--- src/rtl/spi_bm_pkg.sv ---
package spi_bm_pkg;

    localparam int BLK_BYTES_DEF = 16;
    localparam int DATA_W_DEF    = 32;
    localparam int LEN_W_DEF     = 16;
    localparam int DIV_W         = 4;
    localparam int ADDR_W        = 3;

    localparam logic [ADDR_W-1:0] A_CTRL = 3'd0;
    localparam logic [ADDR_W-1:0] A_WLEN = 3'd1;
    localparam logic [ADDR_W-1:0] A_RLEN = 3'd2;
    localparam logic [ADDR_W-1:0] A_CMD  = 3'd3;
    localparam logic [ADDR_W-1:0] A_STAT = 3'd4;
    localparam logic [ADDR_W-1:0] A_TXD  = 3'd5;
    localparam logic [ADDR_W-1:0] A_RXD  = 3'd6;

    typedef enum logic [2:0] {
        ST_IDLE,
        ST_WAIT_TX,
        ST_ARM,
        ST_SHIFT,
        ST_WAIT_RX
    } xfer_state_t;

    typedef struct packed {
        logic             dir_rd;
        logic [DIV_W-1:0] div;
        logic             cs_on;
        logic             three_w;
        logic             cpha;
        logic             cpol;
        logic             en;
    } ctrl_t;

    function automatic ctrl_t unpack_ctrl(input logic [31:0] w);
        ctrl_t c;
        c.en      = w[0];
        c.cpol    = w[1];
        c.cpha    = w[2];
        c.three_w = w[3];
        c.cs_on   = w[4];
        c.div     = w[11:8];
        c.dir_rd  = w[16];
        return c;
    endfunction

    function automatic logic [31:0] pack_ctrl(input ctrl_t c);
        return {15'd0, c.dir_rd, 4'd0, c.div, 3'd0,
                c.cs_on, c.three_w, c.cpha, c.cpol, c.en};
    endfunction

    // Cycles per SCLK level: codes 0 and 1 both give the shortest period
    function automatic logic [DIV_W-1:0] half_cycles(input logic [DIV_W-1:0] code);
        return (code == '0) ? DIV_W'(1) : code;
    endfunction

endpackage

--- src/rtl/spi_bm_clkgen.sv ---
module spi_bm_clkgen
    import spi_bm_pkg::*;
(
    input  logic             clk,
    input  logic             rst,
    input  logic             run,
    input  logic [DIV_W-1:0] div_code,
    output logic             tick
);

    logic [DIV_W-1:0] cnt;
    logic [DIV_W-1:0] half;

    assign half = half_cycles(div_code);
    assign tick = run && (cnt == half - 1'b1);

    always_ff @(posedge clk) begin
        if (rst || !run) begin
            cnt <= '0;
        end else if (cnt == half - 1'b1) begin
            cnt <= '0;
        end else begin
            cnt <= cnt + 1'b1;
        end
    end

    AST_TICK_GAP: assert property (@(posedge clk) disable iff (rst)
        (tick && half > DIV_W'(1)) |=> !tick);

endmodule

--- src/rtl/spi_bm_shifter.sv ---
module spi_bm_shifter #(
    parameter int BLK_BYTES = 16,
    localparam int BIDX_W   = $clog2(BLK_BYTES),
    localparam int NB_W     = BIDX_W + 1
) (
    input  logic              clk,
    input  logic              rst,
    input  logic              go,
    input  logic [NB_W-1:0]   nbytes,
    input  logic              cpol,
    input  logic              cpha,
    input  logic              tick,
    input  logic              sin,
    input  logic [7:0]        tx_byte,
    output logic [BIDX_W-1:0] fetch_idx,
    output logic              active,
    output logic              sclk,
    output logic              sout,
    output logic              rx_we,
    output logic [BIDX_W-1:0] rx_idx,
    output logic [7:0]        rx_byte,
    output logic              done
);

    logic [BIDX_W-1:0] byte_idx;
    logic [2:0]        bit_idx;
    logic              half_q;
    logic [7:0]        shreg;
    logic [7:0]        rxreg;
    logic [NB_W-1:0]   nb_q;
    logic              byte_end;
    logic              last_byte;

    assign fetch_idx = active ? byte_idx + 1'b1 : '0;
    assign byte_end  = active && tick && half_q && (bit_idx == 3'd0);
    assign last_byte = ({1'b0, byte_idx} == nb_q - 1'b1);
    assign rx_we     = byte_end;
    assign rx_idx    = byte_idx;
    assign rx_byte   = rxreg;
    assign done      = byte_end && last_byte;
    assign sout      = shreg[7];

    always_ff @(posedge clk) begin
        if (rst) begin
            active   <= 1'b0;
            byte_idx <= '0;
            bit_idx  <= 3'd7;
            half_q   <= 1'b0;
            shreg    <= '0;
            rxreg    <= '0;
            nb_q     <= '0;
            sclk     <= 1'b0;
        end else if (!active) begin
            sclk <= cpol;
            if (go) begin
                active   <= 1'b1;
                byte_idx <= '0;
                bit_idx  <= 3'd7;
                half_q   <= 1'b0;
                shreg    <= tx_byte;
                nb_q     <= nbytes;
                sclk     <= cpol ^ cpha;
            end
        end else if (tick) begin
            if (!half_q) begin
                // Sampling edge for both phase settings
                half_q <= 1'b1;
                rxreg  <= {rxreg[6:0], sin};
                sclk   <= ~sclk;
            end else begin
                half_q <= 1'b0;
                if (bit_idx == 3'd0) begin
                    if (last_byte) begin
                        active <= 1'b0;
                        shreg  <= '0;
                        sclk   <= cpol;
                    end else begin
                        byte_idx <= byte_idx + 1'b1;
                        bit_idx  <= 3'd7;
                        shreg    <= tx_byte;
                        sclk     <= ~sclk;
                    end
                end else begin
                    bit_idx <= bit_idx - 1'b1;
                    shreg   <= {shreg[6:0], 1'b0};
                    sclk    <= ~sclk;
                end
            end
        end
    end

    AST_BYTE_RANGE: assert property (@(posedge clk) disable iff (rst)
        active |-> ({1'b0, byte_idx} < nb_q));

    AST_SCLK_HOLD: assert property (@(posedge clk) disable iff (rst)
        (active && !tick) |=> $stable(sclk));

endmodule

--- src/rtl/spi_bm_blkbuf.sv ---
module spi_bm_blkbuf #(
    parameter int BLK_BYTES = 16,
    parameter int DATA_W    = 32,
    localparam int LANES    = DATA_W / 8,
    localparam int WORDS    = BLK_BYTES / LANES,
    localparam int LANE_W   = $clog2(LANES),
    localparam int WIDX_W   = $clog2(WORDS),
    localparam int BIDX_W   = $clog2(BLK_BYTES)
) (
    input  logic              clk,
    input  logic              rst,
    input  logic              clear,
    input  logic              ptr_rst,
    input  logic              host_we,
    input  logic [DATA_W-1:0] host_wdata,
    input  logic              host_rd,
    output logic [DATA_W-1:0] host_rdata,
    input  logic [BIDX_W-1:0] sh_ridx,
    output logic [7:0]        sh_rbyte,
    input  logic              sh_we,
    input  logic [BIDX_W-1:0] sh_widx,
    input  logic [7:0]        sh_wbyte
);

    logic [WIDX_W-1:0] wptr;
    logic [7:0]        bytes_w [BLK_BYTES];

    always_ff @(posedge clk) begin
        if (rst || ptr_rst) begin
            wptr <= '0;
        end else if (host_we || host_rd) begin
            wptr <= wptr + 1'b1;
        end
    end

    for (genvar g = 0; g < BLK_BYTES; g++) begin : g_byte
        logic [7:0] b_q;
        always_ff @(posedge clk) begin
            if (rst || clear) begin
                b_q <= '0;
            end else if (host_we && wptr == WIDX_W'(g / LANES)) begin
                b_q <= host_wdata[8*(g % LANES) +: 8];
            end else if (sh_we && sh_widx == BIDX_W'(g)) begin
                b_q <= sh_wbyte;
            end
        end
        assign bytes_w[g] = b_q;
    end

    for (genvar l = 0; l < LANES; l++) begin : g_lane
        assign host_rdata[8*l +: 8] = bytes_w[{wptr, LANE_W'(l)}];
    end

    assign sh_rbyte = bytes_w[sh_ridx];

    AST_CLEAR_ZERO: assert property (@(posedge clk) disable iff (rst)
        clear |=> (host_rdata == '0));

endmodule

--- src/rtl/spi_bm_top.sv ---
module spi_bm_top
    import spi_bm_pkg::*;
#(
    parameter int BLK_BYTES = BLK_BYTES_DEF,
    parameter int DATA_W    = DATA_W_DEF,
    parameter int LEN_W     = LEN_W_DEF,
    localparam int BIDX_W   = $clog2(BLK_BYTES),
    localparam int NB_W     = BIDX_W + 1,
    localparam int CNT_W    = LEN_W + 1
) (
    input  logic              clk,
    input  logic              rst,
    input  logic              bus_wr,
    input  logic              bus_rd,
    input  logic [ADDR_W-1:0] bus_addr,
    input  logic [DATA_W-1:0] bus_wdata,
    output logic [DATA_W-1:0] bus_rdata,
    output logic              sclk_o,
    output logic              mosi_o,
    output logic              mosi_oe,
    input  logic              miso_i,
    input  logic              dio_i,
    output logic              cs_n_o
);

    ctrl_t             ctrl_q;
    logic [LEN_W-1:0]  wlen_q;
    logic [LEN_W-1:0]  rlen_q;
    xfer_state_t       state;
    logic [CNT_W-1:0]  rem;
    logic              dir_q;
    logic              tx_req;
    logic              rx_req;
    logic              busy;

    logic              cmd_wr;
    logic              start_ok;
    logic              tx_done_s;
    logic              rx_done_s;
    logic              go;
    logic [NB_W-1:0]   blk_n;
    logic              last_blk;

    logic              tick;
    logic              sh_active;
    logic              sh_sclk;
    logic              sh_sout;
    logic              sh_rx_we;
    logic [BIDX_W-1:0] sh_rx_idx;
    logic [7:0]        sh_rx_byte;
    logic              sh_done;
    logic [BIDX_W-1:0] sh_fetch;
    logic [7:0]        buf_byte;
    logic [DATA_W-1:0] buf_rdata;

    assign cmd_wr    = bus_wr && (bus_addr == A_CMD);
    assign busy      = (state != ST_IDLE);
    assign start_ok  = cmd_wr && bus_wdata[0] && ctrl_q.en && !busy;
    assign tx_done_s = cmd_wr && bus_wdata[1];
    assign rx_done_s = cmd_wr && bus_wdata[2];

    assign blk_n    = (rem >= CNT_W'(BLK_BYTES)) ? NB_W'(BLK_BYTES) : rem[NB_W-1:0];
    assign last_blk = (rem == CNT_W'(blk_n));
    assign go       = ((state == ST_WAIT_TX) && tx_done_s)
                   || (state == ST_ARM)
                   || ((state == ST_WAIT_RX) && rx_done_s);

    always_ff @(posedge clk) begin
        if (rst) begin
            ctrl_q <= '0;
            wlen_q <= '0;
            rlen_q <= '0;
        end else if (bus_wr) begin
            case (bus_addr)
                A_CTRL:  ctrl_q <= unpack_ctrl(bus_wdata);
                A_WLEN:  wlen_q <= bus_wdata[LEN_W-1:0];
                A_RLEN:  rlen_q <= bus_wdata[LEN_W-1:0];
                default: ;
            endcase
        end
    end

    always_ff @(posedge clk) begin
        if (rst) begin
            state <= ST_IDLE;
            rem   <= '0;
            dir_q <= 1'b0;
        end else begin
            case (state)
                ST_IDLE: begin
                    if (start_ok) begin
                        dir_q <= ctrl_q.dir_rd;
                        rem   <= ctrl_q.dir_rd ? {1'b0, rlen_q} + 1'b1
                                               : {1'b0, wlen_q} + 1'b1;
                        state <= ctrl_q.dir_rd ? ST_ARM : ST_WAIT_TX;
                    end
                end
                ST_WAIT_TX: if (tx_done_s) state <= ST_SHIFT;
                ST_ARM:     state <= ST_SHIFT;
                ST_WAIT_RX: if (rx_done_s) state <= ST_SHIFT;
                ST_SHIFT: begin
                    if (sh_done) begin
                        rem <= rem - CNT_W'(blk_n);
                        if (last_blk)   state <= ST_IDLE;
                        else if (dir_q) state <= ST_WAIT_RX;
                        else            state <= ST_WAIT_TX;
                    end
                end
                default: state <= ST_IDLE;
            endcase
        end
    end

    always_ff @(posedge clk) begin
        if (rst) begin
            tx_req <= 1'b0;
            rx_req <= 1'b0;
        end else begin
            if (start_ok || tx_done_s)   tx_req <= 1'b0;
            else if (sh_done && !dir_q)  tx_req <= 1'b1;
            if (start_ok || rx_done_s)   rx_req <= 1'b0;
            else if (sh_done && dir_q)   rx_req <= 1'b1;
        end
    end

    spi_bm_clkgen u_clkgen (
        .clk      (clk),
        .rst      (rst),
        .run      (sh_active),
        .div_code (ctrl_q.div),
        .tick     (tick)
    );

    spi_bm_shifter #(.BLK_BYTES(BLK_BYTES)) u_shifter (
        .clk       (clk),
        .rst       (rst),
        .go        (go),
        .nbytes    (blk_n),
        .cpol      (ctrl_q.cpol),
        .cpha      (ctrl_q.cpha),
        .tick      (tick),
        .sin       (ctrl_q.three_w ? dio_i : miso_i),
        .tx_byte   (dir_q ? 8'd0 : buf_byte),
        .fetch_idx (sh_fetch),
        .active    (sh_active),
        .sclk      (sh_sclk),
        .sout      (sh_sout),
        .rx_we     (sh_rx_we),
        .rx_idx    (sh_rx_idx),
        .rx_byte   (sh_rx_byte),
        .done      (sh_done)
    );

    spi_bm_blkbuf #(.BLK_BYTES(BLK_BYTES), .DATA_W(DATA_W)) u_blkbuf (
        .clk        (clk),
        .rst        (rst),
        .clear      (start_ok || ((state == ST_WAIT_RX) && rx_done_s)),
        .ptr_rst    (start_ok || tx_done_s || rx_done_s),
        .host_we    (bus_wr && (bus_addr == A_TXD)),
        .host_wdata (bus_wdata),
        .host_rd    (bus_rd && (bus_addr == A_RXD)),
        .host_rdata (buf_rdata),
        .sh_ridx    (sh_fetch),
        .sh_rbyte   (buf_byte),
        .sh_we      (sh_rx_we && dir_q),
        .sh_widx    (sh_rx_idx),
        .sh_wbyte   (sh_rx_byte)
    );

    always_comb begin
        case (bus_addr)
            A_CTRL:  bus_rdata = pack_ctrl(ctrl_q);
            A_WLEN:  bus_rdata = DATA_W'(wlen_q);
            A_RLEN:  bus_rdata = DATA_W'(rlen_q);
            A_STAT:  bus_rdata = DATA_W'({rx_req, tx_req, busy});
            A_RXD:   bus_rdata = buf_rdata;
            default: bus_rdata = '0;
        endcase
    end

    assign sclk_o  = sh_sclk;
    assign mosi_o  = sh_sout;
    assign mosi_oe = ctrl_q.en && !(ctrl_q.three_w && ctrl_q.dir_rd);
    assign cs_n_o  = ~ctrl_q.cs_on;

    AST_STALL_IDLE_CLK: assert property (@(posedge clk) disable iff (rst)
        ((state == ST_WAIT_TX) || (state == ST_WAIT_RX)) |-> (sclk_o == ctrl_q.cpol));

    AST_SHIFT_ACTIVE: assert property (@(posedge clk) disable iff (rst)
        ((state == ST_SHIFT) && $past(state == ST_SHIFT)) |-> sh_active);

    AST_DONE_IN_SHIFT: assert property (@(posedge clk) disable iff (rst)
        sh_done |-> (state == ST_SHIFT));

    AST_REQ_EXCL: assert property (@(posedge clk) disable iff (rst)
        !(tx_req && rx_req));

endmodule

--- config.mk ---
export PLATFORM = sky130hd
export DESIGN_NAME = spi_bm_top
export DESIGN_NICKNAME = d
export VERILOG_FILES = /design/src/rtl/spi_bm_pkg.sv /design/src/rtl/spi_bm_clkgen.sv /design/src/rtl/spi_bm_shifter.sv /design/src/rtl/spi_bm_blkbuf.sv /design/src/rtl/spi_bm_top.sv
export SDC_FILE = /design/constraint.sdc
export NUM_CORES = 1
export LEC_CHECK = 0
export BUFFER_PORTS_ARGS = -buffer_cell sky130_fd_sc_hd__buf_2
export CAP_MARGIN = 0
export CORE_MARGIN = 10
export CORE_UTILIZATION = 50
export CTS_CLUSTER_SIZE = 10
export DETAILED_ROUTE_END_ITERATION = 7
export HOLD_SLACK_MARGIN = 0.1
export PLACE_DENSITY = 0.74
export SETUP_SLACK_MARGIN = 0.4
export SYNTH_ARGS = -nofsm -noshare
export SYNTH_HDL_FRONTEND = slang
export SYNTH_HIERARCHICAL = 1
export SYNTH_SLANG_ARGS = --single-unit
--- constraint.sdc ---
create_clock -name clk -period 10.1 [get_ports clk]
set_clock_uncertainty 0.1 [all_clocks]
set_input_delay 0.505 -clock clk [delete_from_list [all_inputs] [get_ports clk]]
set_output_delay 0.505 -clock clk [all_outputs]
set_load 0.02 [all_outputs]
; ---- Word level (Yosys, flattened, before mapping)
; Index checks and enable logic that the tools add are counted.
[totals]
in_bits = 41
reg_bits = 230
mem_bits_ro = 0
memories = 0
latch_bits = 0
output_inout_bits = 36
mem_bits_rw = 0
elab_cells = 298
[op_classes]
bitwise_logic = 10
add_sub_neg = 9
reduce_logical = 94
div_mod_pow = 0
shifts = 0
n_mul = 0
eq_ne = 40
magnitude_cmp = 6
mux = 99
[ops]
columns = op, n
row1 = $mux 8, 49
row2 = $bmux 8 s4, 5
row3 = $pmux 32 s5, 1
row4 = $mux 17, 3
row5 = $logic_and 1x1->1, 40
row6 = $mux 3, 12
row7 = $reduce_bool 2->1, 18
row8 = $add 16x1->17 const B, 2
row9 = $pmux 17 s2, 1
row10 = $eq 4x4->1 const B, 8
row11 = $mux 4, 8
row12 = $ge 5x5->1 const B, 5
row13 = $not 4->5, 5
row14 = $eq 17x5->1, 1
row15 = $ge 17x5->1 const B, 1
row16 = $mux 1, 17
row17 = $sub 17x5->17, 1
row18 = $eq 4x3->1 const B, 4
row19 = $pmux 3 s5, 1
row20 = $ne 2x2->1 const B, 7
row21 = $eq 3x2->1 const B, 4
row22 = $eq 3x3->1 const B, 4
row23 = $reduce_and 2->1, 6
row24 = $logic_or 1x1->1, 10
row25 = other kinds (27), 45

; ---- Depth between registers and ports, before layout
; Gate-level depths: netlist of the first run.
[logic_depth]
ltp_word = 12
ltp_mapped = 16
depth_no_buf = 15

; ---- Hierarchy
; The synthesis of the first run kept the hierarchy.
[modules_own_cells]
columns = module, area_each_um2, instances, cells_each
row1 = spi_bm_blkbuf, 7785.0, 1, 894
row2 = spi_bm_top, 4301.6, 1, 598
row3 = spi_bm_shifter, 1569.0, 1, 195
row4 = spi_bm_clkgen, 282.8, 1, 28

; ---- Worst setup path before layout of the first run
; OpenSTA, ideal clock, no wires.
[synth_timing]
path_type = reg2reg
startpoint = register ctrl_q[6] in the netlist's numbering
endpoint = register rem[7]
path_stages_with_launch = 17
path_buffers = 1
period_less_slack_ns = 3.564
path_slack_ns = 6.536
arrival_ns = 3.332
required_time_ns = 9.868
cell_sequence = dfxtp_1 > nor3_1 > nor2_1 > ha_1 > xnor2_1 > a2111o_1 > nor4_4 > and2_1 > nand2_1 > nor2_1 > and3_1 > and3_1 > a31oi_1 > or2_2 > buf_2 > o211ai_1 > o31ai_1
[synth_via]
elab_chain_len = 11
[synth_rtl]
columns = element, line_no
row1 = "start, declared", spi_bm_top.sv:26  ; ctrl_t ctrl_q;
row2 = "start signal, assigned", spi_bm_top.sv:75  ; A_CTRL: ctrl_q <= unpack_ctrl(bus_wdata);
row3 = $logic_not 4->1, spi_bm_pkg.sv:54  ; return (code == '0) ? DIV_W'(1) : code;
row4 = $mux 4 *, spi_bm_pkg.sv:54
row5 = $sub 4x1->4 *, spi_bm_clkgen.sv:15  ; assign tick = run && (cnt == half - 1'b1);
row6 = $eq 4x4->1 *, spi_bm_clkgen.sv:15
row7 = $logic_and 1x1->1 *, spi_bm_clkgen.sv:15
row8 = net tick, spi_bm_top.sv:44  ; logic tick;
row9 = $logic_and 1x1->1 * (3 in series), spi_bm_shifter.sv:35  ; assign byte_end = active && tick && half_q && (bit_idx == 3'd0);
row10 = net sh_rx_we, spi_bm_top.sv:48  ; logic sh_rx_we;
row11 = $logic_and 1x1->1 *, spi_bm_shifter.sv:40  ; assign done = byte_end && last_byte;
row12 = net sh_done, spi_bm_top.sv:51  ; logic sh_done;
row13 = $ne 2x2->1 (no line) *, -
row14 = $reduce_and 3->1 (no line) *, -
row15 = "end signal, assigned", spi_bm_top.sv:93  ; rem <= ctrl_q.dir_rd ? {1'b0, rlen_q} + 1'b1
row16 = "end signal, assigned", spi_bm_top.sv:103  ; rem <= rem - CNT_W'(blk_n);
row17 = "end, declared", spi_bm_top.sv:30  ; logic [CNT_W-1:0] rem;
; The timed path passes the listed nets; every way through them passes the cells marked *.
; A chain may end at the register's enable or synchronous reset.

; ---- Worst setup path in the final report of the first run
[layout_timing]
startpoint = register ctrl_q[6] in the netlist's numbering
endpoint = register rem[10]
; The elaborated chain is that of the path after synthesis.

==> impl_results.md, run 1 <==
- Outcome: complete, no violations
- Post-synthesis xor/xnor area fraction: 0.01445
- Ys flop type: dfxtp_1
- Post-synth EDFFs: 0
- DIE WIDTH: 187.0 um
- Final Util: 0.5403
- Crit-path slowest cell: or2_2
- CTS Hold Bufs: 0
- Root Driver: clkbuf_16
- Initial Util: 0.5045
- CP Capture Type: flip-flop
- Dominant cells by area after synthesis: dfxtp_1, o21ai_0, mux4_2
- Slowest stage delay, CP: 450 ps
- Post-CTS Setup Inserts: 0
- Vias after detailed routing: 14,238
- Largest net degree at the start of global routing: 129
- Later-pin clock latency in the skew report: 540 ps
- CP Launch Point: ctrl_q[6]
- Die Y: 187.0 um
- R2R Setup Slk: 5840 ps
- Leak pwr: 4.853 nW
- Leading area contributor after synthesis: dfxtp_1
- DR WL/cell: 24.11 um
- Area fraction in compound gates after synthesis: 0.2524
- Worst Hold Class: in -> reg
- Synth Area in Adders: 0.01077
- Final period util: 0.4219
- R2R Path Start: ctrl_q[6]
- Final WL: 49,240 um
- Total GRT Usage: 0.2659
- Fin crit period: 4262 ps
- CP Capture Point: rem[10]
- Detail Placement HPWL: 30,670 um
- Die footprint: 34,960 um^2
- Final ANT Viol Nets: 0
- Post-cts sizing count: 0
- GPL Wtd Cong: 0.9292
- Core ar.: 27,630 um^2
- Maximum fanout along the worst path: 13
- Netlist cell types: 83
- Final Hold Violating Endpoints: 0
- Worst-path clk slew: 60 ps
- Vias in the first global route: 13,203
- Cell Pwr Density: 128.4 nW/um^2
- RSZ-0062 raised after global routing: no
- Vias per inst: 6.973
- Post-Synthesis Cells: 1,715
- Yosys reg bits: 230
- Max transition margin: 0.1505
- CTS buffer count: 27
- I/O Pins: 77
- Worst path cell trace: nor3_1 > nor2_1 > ha_1 > xnor2_1 > a2111o_1 > nor4_4 > and2_1 > nand2_1 > nor2_1 > and3_1 > and3_1 > a31oi_1 > or2_2 > o311ai_0 > a21oi_1
- Diode count: 0
- Worst-case reg-to-reg path depth: 15
- Max cap viols: 0
- Share of cells above drive strength 1: 0.1268
- CP Launch Type: flip-flop
- Mux contribution to synthesized area: 0.1341
- IO Port Bufs: 76
- Avg Inst Size Synth: 8.127 um^2
- Syn Std Cell Area: 13,940 um^2
- DR pass1 iterations: 8
- CTS max path bufs: 3
- Area Growth Syn to Fin: 7.091%
- Final setup viols: 0
- Actual slew at the worst max-slew pin: 1274 ps
- Net count, final: 1,713
- Rows: 61
- Syn_nets: 1,768
- DR iter-0 viols: 2,494
- Simple-Gate Fraction of Synth Area: 0.1961
- Fin Setup TNS: 0 ps
- Max Slew Vio Count: 0
- Post-synth top area share: 0.3303
- Worst endpoint required time: 10,380 ps
- Async set-reset flop share out of synthesis: 0
- First-pass GRT wire length: 76,160 um
- Worst VDD drop: 108.2 uV
- Main combinational cell family by area after synthesis: compound AO/OA/AOI/OAI gates
- Worst Path Arrival: 4540 ps
- Critical path type: reg -> reg
- Register area share after synthesis: 0.3303
- Grt total ovfl: 0
- Synthesis Warnings: 6
- Fmax: 0.2347 GHz
- CTS sink count: 230
- H-Tree Depth: 1
- Drt drc: 0
- Initial antenna violation count: 2
- CTS tree: built
- Worst r2r dst: rem[10]
==> flip-flops by register name, summed over array words and instances (netlist names), 2 cells and up <==
name and count:
u_shifter/rx_idx 4, u_shifter/bit_idx 3, u_shifter/rx_byte 8, rlen_q 16
state 3, wlen_q 16, u_blkbuf/g_byte.b_q 128, u_blkbuf/wptr 2
u_clkgen/cnt 4, u_shifter/nb_q 5, u_shifter/shreg 8, ctrl_q 10
rem 17
==> per-layer routing <==
metal,track usage,part of all wire
met3,0.05667,0.12
met1,0.3418,0.39
met4,0.1452,0.050
met2,0.4095,0.45
met5,0,0.00026
==> cells in the mapped netlist, types with 24 or more instances <==
| cell type | number |
|---|---|
| o21ai_0 | 274 |
| dfxtp_1 | 230 |
| nand2_1 | 173 |
| nand3_1 | 164 |
| a31oi_1 | 147 |
| clkbuf_1 | 130 |
| a21oi_1 | 92 |
| nor2_1 | 53 |
| mux4_2 | 45 |
| buf_2 | 40 |
| and2_1 | 32 |
| mux2i_1 | 30 |
| a22oi_1 | 28 |
| nor3_1 | 24 |
==> cell usage in the layout, fill, tap and decap left out, types with 5 or more instances in the layout <==
| cell | instances |
|---|---|
| buf_2 | 75 |
| a21oi_1 | 92 |
| o21ai_1 | 12 |
| a22oi_1 | 28 |
| and2_1 | 32 |
| buf_4 | 23 |
| nand4b_1 | 8 |
| o211ai_1 | 6 |
| inv_1 | 15 |
| o21ai_0 | 274 |
| dfxtp_1 | 229 |
| nand2_1 | 169 |
| mux4_1 | 19 |
| clkbuf_16 | 27 |
| xor2_1 | 6 |
| a21o_1 | 5 |
| xnor2_1 | 17 |
| nand3b_1 | 9 |
| nor3_1 | 24 |
| mux4_2 | 45 |
| a31oi_1 | 147 |
| nor2b_1 | 20 |
| nor2_1 | 49 |
| nor4_1 | 5 |
| a211oi_1 | 5 |
| nand4_1 | 9 |
| mux2i_1 | 30 |
| ha_1 | 12 |
| and3_1 | 6 |
| nand3_1 | 164 |
| nand2b_1 | 5 |
==> final cells by class <==
cell class                      count  area (um^2)
Clock buffer                       32        714.4
Clock inverter                      1        5.005
Timing Repair Buffer               98        548.0
Multi-Input combinational cell   1287         8521
Tap cell                          378        473.0
Fill cell                        2567        12700
Inverter                           16        60.06
Sequential cell                   230         4606
==> metrics by stage <==
| step | total power (W) | hold slack, ps | worst slack [ps] | instances | instance area, um^2 |
|---|---|---|---|---|---|
| detailed placement | 0.001070 | 350.4 | 5839 | 2009 | 14210 |
| finish | 0.001916 | 174.3 | 5838 | 2042 | 14930 |
| CTS | 0.001916 | 163.6 | 5913 | 2042 | 14930 |
| global placement | 0.001067 | 345.9 | 5937 | 2009 | 14210 |
| global route | 0.001965 | 182.9 | 5549 | 2042 | 14930 |
| floorplan | 0.001022 | 335.1 | 6536 | 1715 | 13940 |
==> power breakdown <==
group | total [W] | internal [W] | leakage (nW) | switching, W
logic | 0.000127 | 0.0000442 | 2.64 | 0.0000832
clock network | 0.000861 | 0.000487 | 0.355 | 0.000374
registers | 0.000928 | 0.000918 | 1.86 | 0.0000104
==> cells by family after synthesis <==
kind of cell               count (synthesis)
xor gates and xnor gates                  23
other                                      1
DFF                                      230
buffers and inverters                    198
and+or+nand+nor                          544
adders and majority gates                 12
muxes                                     99
AOI/OAI and AO/OA                        608
==> worst max-delay path: cells and delay by family, from the launching register on <==
kind	cells	cell delay, ps
simple gates	9	2330
fa+ha+maj	1	310
xor+xnor	1	130
compound gates	4	880
flops	1	350
==> how the worst min path moves through the flow <==
stage,start,end,cells past startpoint
floorplan,u_shifter/rx_byte[7],u_shifter/rx_byte[7],2
global placement,ctrl_q[9],ctrl_q[9],2
detailed placement,ctrl_q[9],ctrl_q[9],2
CTS,bus_wdata[5],rlen_q[5],3
global route,bus_wdata[5],wlen_q[5],3
finish,bus_wdata[14],wlen_q[14],3
(Power assumes the default switching activity.)
==> run 2: changes to the inputs <==
--- a/config.mk
+++ b/config.mk
@@ -12,7 +12,7 @@
 export CTS_CLUSTER_SIZE = 10
 export DETAILED_ROUTE_END_ITERATION = 7
 export HOLD_SLACK_MARGIN = 0.1
-export PLACE_DENSITY = 0.74
+export PLACE_DENSITY = 0.77
 export SETUP_SLACK_MARGIN = 0.4
 export SYNTH_ARGS = -nofsm -noshare
 export SYNTH_HDL_FRONTEND = slang
==> constraint.sdc (replaced) <==
create_clock -name clk -period 3.9 [get_ports clk]
set_clock_uncertainty 0.1 [all_clocks]
set_input_delay 0.195 -clock clk [delete_from_list [all_inputs] [get_ports clk]]
set_output_delay 0.195 -clock clk [all_outputs]
set_load 0.02 [all_outputs]
==> impl_results.md, run 2 (synthesis gave the netlist of run 1 again) <==
- Root Driver: clkbuf_16
- Number of cells on the critical path: 15 (unchanged)
- Final Worst Setup Slack: 391.6 ps (-5447 ps)
- Slowest stage delay, CP: 480 ps (+30 ps)
- Largest register by flop count: u_blkbuf/g_byte.b_q
- Crit-path slowest cell: or3b_4
- Detail Placement HPWL: 31,500 um (+2.7%)
- Leak pwr: 5.290 nW (+9.0%)
- Worst-path clk slew: 60 ps (about the same)
- Buf/Inv on CP: 2 (+2)
- CP Capture Type: flip-flop
- Cell Pwr Density: 323.6 nW/um^2 (+150%)
- Largest net degree at the start of global routing: 129 (unchanged)
- Worst Path Arrival: 3810 ps (-730 ps)
- Initial Util: 0.5045 (unchanged)
- Fin Setup TNS: 0 ps (unchanged)
- Area Growth Syn to Fin: 13.65%
- CTS tree: built
- Most frequent cells in the layout: o21ai_0, dfxtp_1, nand2_1, nand3_1, a31oi_1
- CP Capture Point: u_blkbuf/g_byte[3].b_q[0]
- Share of cells above drive strength 1: 0.1507 (+0.02395)
- CP Launch Point: ctrl_q[6]
- Net count, final: 1,782 (+4.0%)
- Initial antenna violation count: 1 (-1)
- GPL Wtd Cong: 0.9227 (-0.70%)
- Vias after detailed routing: 14,742 (+3.5%)
- DR pass1 iterations: 8 (unchanged)
- Worst path cell trace: nor3_2 > nor2_1 > ha_1 > xnor2_1 > a2111o_1 > nor4_4 > and2_4 > nand2_4 > nor2_4 > buf_4 > and2_4 > or3b_4 > clkbuf_16 > o21ai_0 > a31oi_1
- CP Launch Type: flip-flop
- R2R Path Start: ctrl_q[6]
- Die footprint: 34,960 um^2 (unchanged)
- Grt total ovfl: 0 (unchanged)
- Fmax: 0.2850 GHz (+21%)
- Maximum fanout along the worst path: 8 (-5)
- DIE WIDTH: 187.0 um (unchanged)
- Worst slack at placement: 94.35 ps (-5745 ps)
- Crit-path leading delay family: simple AND/OR/NAND/NOR gates
- Placed Area: 14,410 um^2 (+1.4%)
- First-pass GRT wire length: 77,250 um (+1.4%)
- Die Y: 187.0 um (unchanged)
- CTS buffer count: 28 (+3.7%)
- CTS max path bufs: 3 (unchanged)
- Most frequent cell on the critical path: and2_4
- Worst-case reg-to-reg path depth: 15 (unchanged)
- Drt drc: 0 (unchanged)
- Worst r2r dst: u_blkbuf/g_byte[3].b_q[0]
- H-Tree Depth: 1 (unchanged)
- Max Slew Vio Count: 0 (unchanged)
- Largest regs: u_blkbuf/g_byte.b_q (128), rem (17)
- RSZ-0062 raised after global routing: yes
- Final non-filler cell total: 2,116 (+3.6%)
- DR iter-0 viols: 2,625 (+5.3%)
- DR WL/cell: 23.91 um (-0.82%)
- Actual slew at the worst max-slew pin: 1274 ps (+0.2835 ps)
- Vias in the first global route: 13,577 (+2.8%)
- Final WL: 50,600 um (+2.8%)
- Core ar.: 27,630 um^2 (unchanged)
- Final Power: 0.005126 W (+170%)
- Final setup viols: 0 (unchanged)
- CTS sink count: 230 (unchanged)
- Final Hold Violating Endpoints: 0 (unchanged)
- R2R Setup Slk: 390 ps (-5450 ps)
- I/O Pins: 77 (unchanged)
- Final period util: 0.8996 (+0.4777)
- Commonest non-fill, non-tap cell in the layout: o21ai_0
- Max transition margin: 0.1474 (-0.003198)
- Outcome: complete, no violations
- Worst Hold Class: in -> reg
- Vias per inst: 6.967 (about the same)
- Diode count: 0 (unchanged)
- IO Port Bufs: 76 (unchanged)
- Final Cell Area: 15,840 um^2 (+6.1%)
- Placed cell count: 2,027 (+0.90%)
- Worst VDD drop: 257.7 uV (+140%)
- Critical path type: reg -> reg
- Later-pin clock latency in the skew report: 550 ps (about the same)
- Fin crit period: 3508 ps (-753.1 ps)
- Rows: 61 (unchanged)
- Max FFs per register: 128 (unchanged)
- Final ANT Viol Nets: 0 (unchanged)
- Total GRT Usage: 0.2671 (+0.001268)
- Max cap viols: 0 (unchanged)
- Worst endpoint required time: 4200 ps (-6180 ps)
==> run 2: changes by cell type in the layout (fill, tap and decap cells not counted), moves of 3 or more <==
| cell | before | now |
|---|---|---|
| clkbuf_1 | 3 | 6 |
| o21ai_0 | 274 | 263 |
| o21ai_1 | 12 | 17 |
| o21ai_2 | 0 | 6 |
| dlygate4sd3_1 | 0 | 36 |
| clkbuf_16 | 27 | 33 |
| buf_4 | 23 | 43 |
| buf_12 | 0 | 8 |
==> run 2: metrics by stage <==
| stage | util | hold slack [ps] |
|---|---|---|
| final | 0.5734 | 192.9 |
| after global routing | 0.5734 | 232.2 |
| after CTS | 0.5637 | 175.2 |
| after detailed placement | 0.5214 | 362.3 |
| after global placement | 0.5214 | 355.2 |
| after floorplan | - | 170.7 |
==> run 2: how the worst min path moves through the flow <==
| stage | from | to | slack, ps | depth (start not counted) |
|---|---|---|---|---|
| floorplan | rst | u_clkgen/cnt[1] | 170 | 1 |
| CTS | bus_wr | wlen_q[10] | 180 | 6 |
| global route | bus_wr | wlen_q[10] | 230 | 6 |
| global placement | u_shifter/shreg[1] | u_shifter/shreg[1] | 360 | 2 |
| detailed placement | u_shifter/shreg[3] | u_shifter/shreg[3] | 360 | 2 |
| finish | bus_wr | wlen_q[10] | 190 | 6 |
==> run 2: layout make-up <==
type / count / area, um^2
sequential: 230 / 4607
inverter: 16 / 60.06
clock buffer: 37 / 775.7
multi-input combinational: 1287 / 8593
clock inverter: 2 / 13.76
fill: 2473 / 11790
tap: 378 / 473.0
timing repair buffer: 166 / 1319
==> run 2: where the power goes <==
part           total [W]  internal (W)  switching [W]
registers        0.00241       0.00238      0.0000285
clock network    0.00235       0.00136       0.000990
logic           0.000368      0.000145       0.000222
==> run 2: worst register-to-register path, cell delays in order (launching register included) <==
cell	delay (ps)
dfxtp_2	340
nor3_2	210
nor2_1	60
ha_1	300
xnor2_1	140
a2111o_1	340
nor4_4	170
and2_4	230
nand2_4	70
nor2_4	90
buf_4	110
and2_4	170
or3b_4	480
clkbuf_16	210
o21ai_0	210
a31oi_1	120
==> run 2: what timing repair did <==
action / 4_1_cts / 5_1_grt
resized for setup: 5 / 36
pin swaps: 1 / 6
hold endpoints to repair: 200 / 0
cloned: 0 / 5
endpoints found under the setup margin: 71 / 147
buffers inserted: 1 / 8
hold buffers: 36 / 0
==> run 2: routing by layer <==
metal	track usage	share of wire	vias to the layer above
li1	-	-	6422
met1	0.3470	0.37	6880
met2	0.4105	0.44	1170
met3	0.04828	0.12	270
met4	0.1529	0.068	0
met5	0	0	-
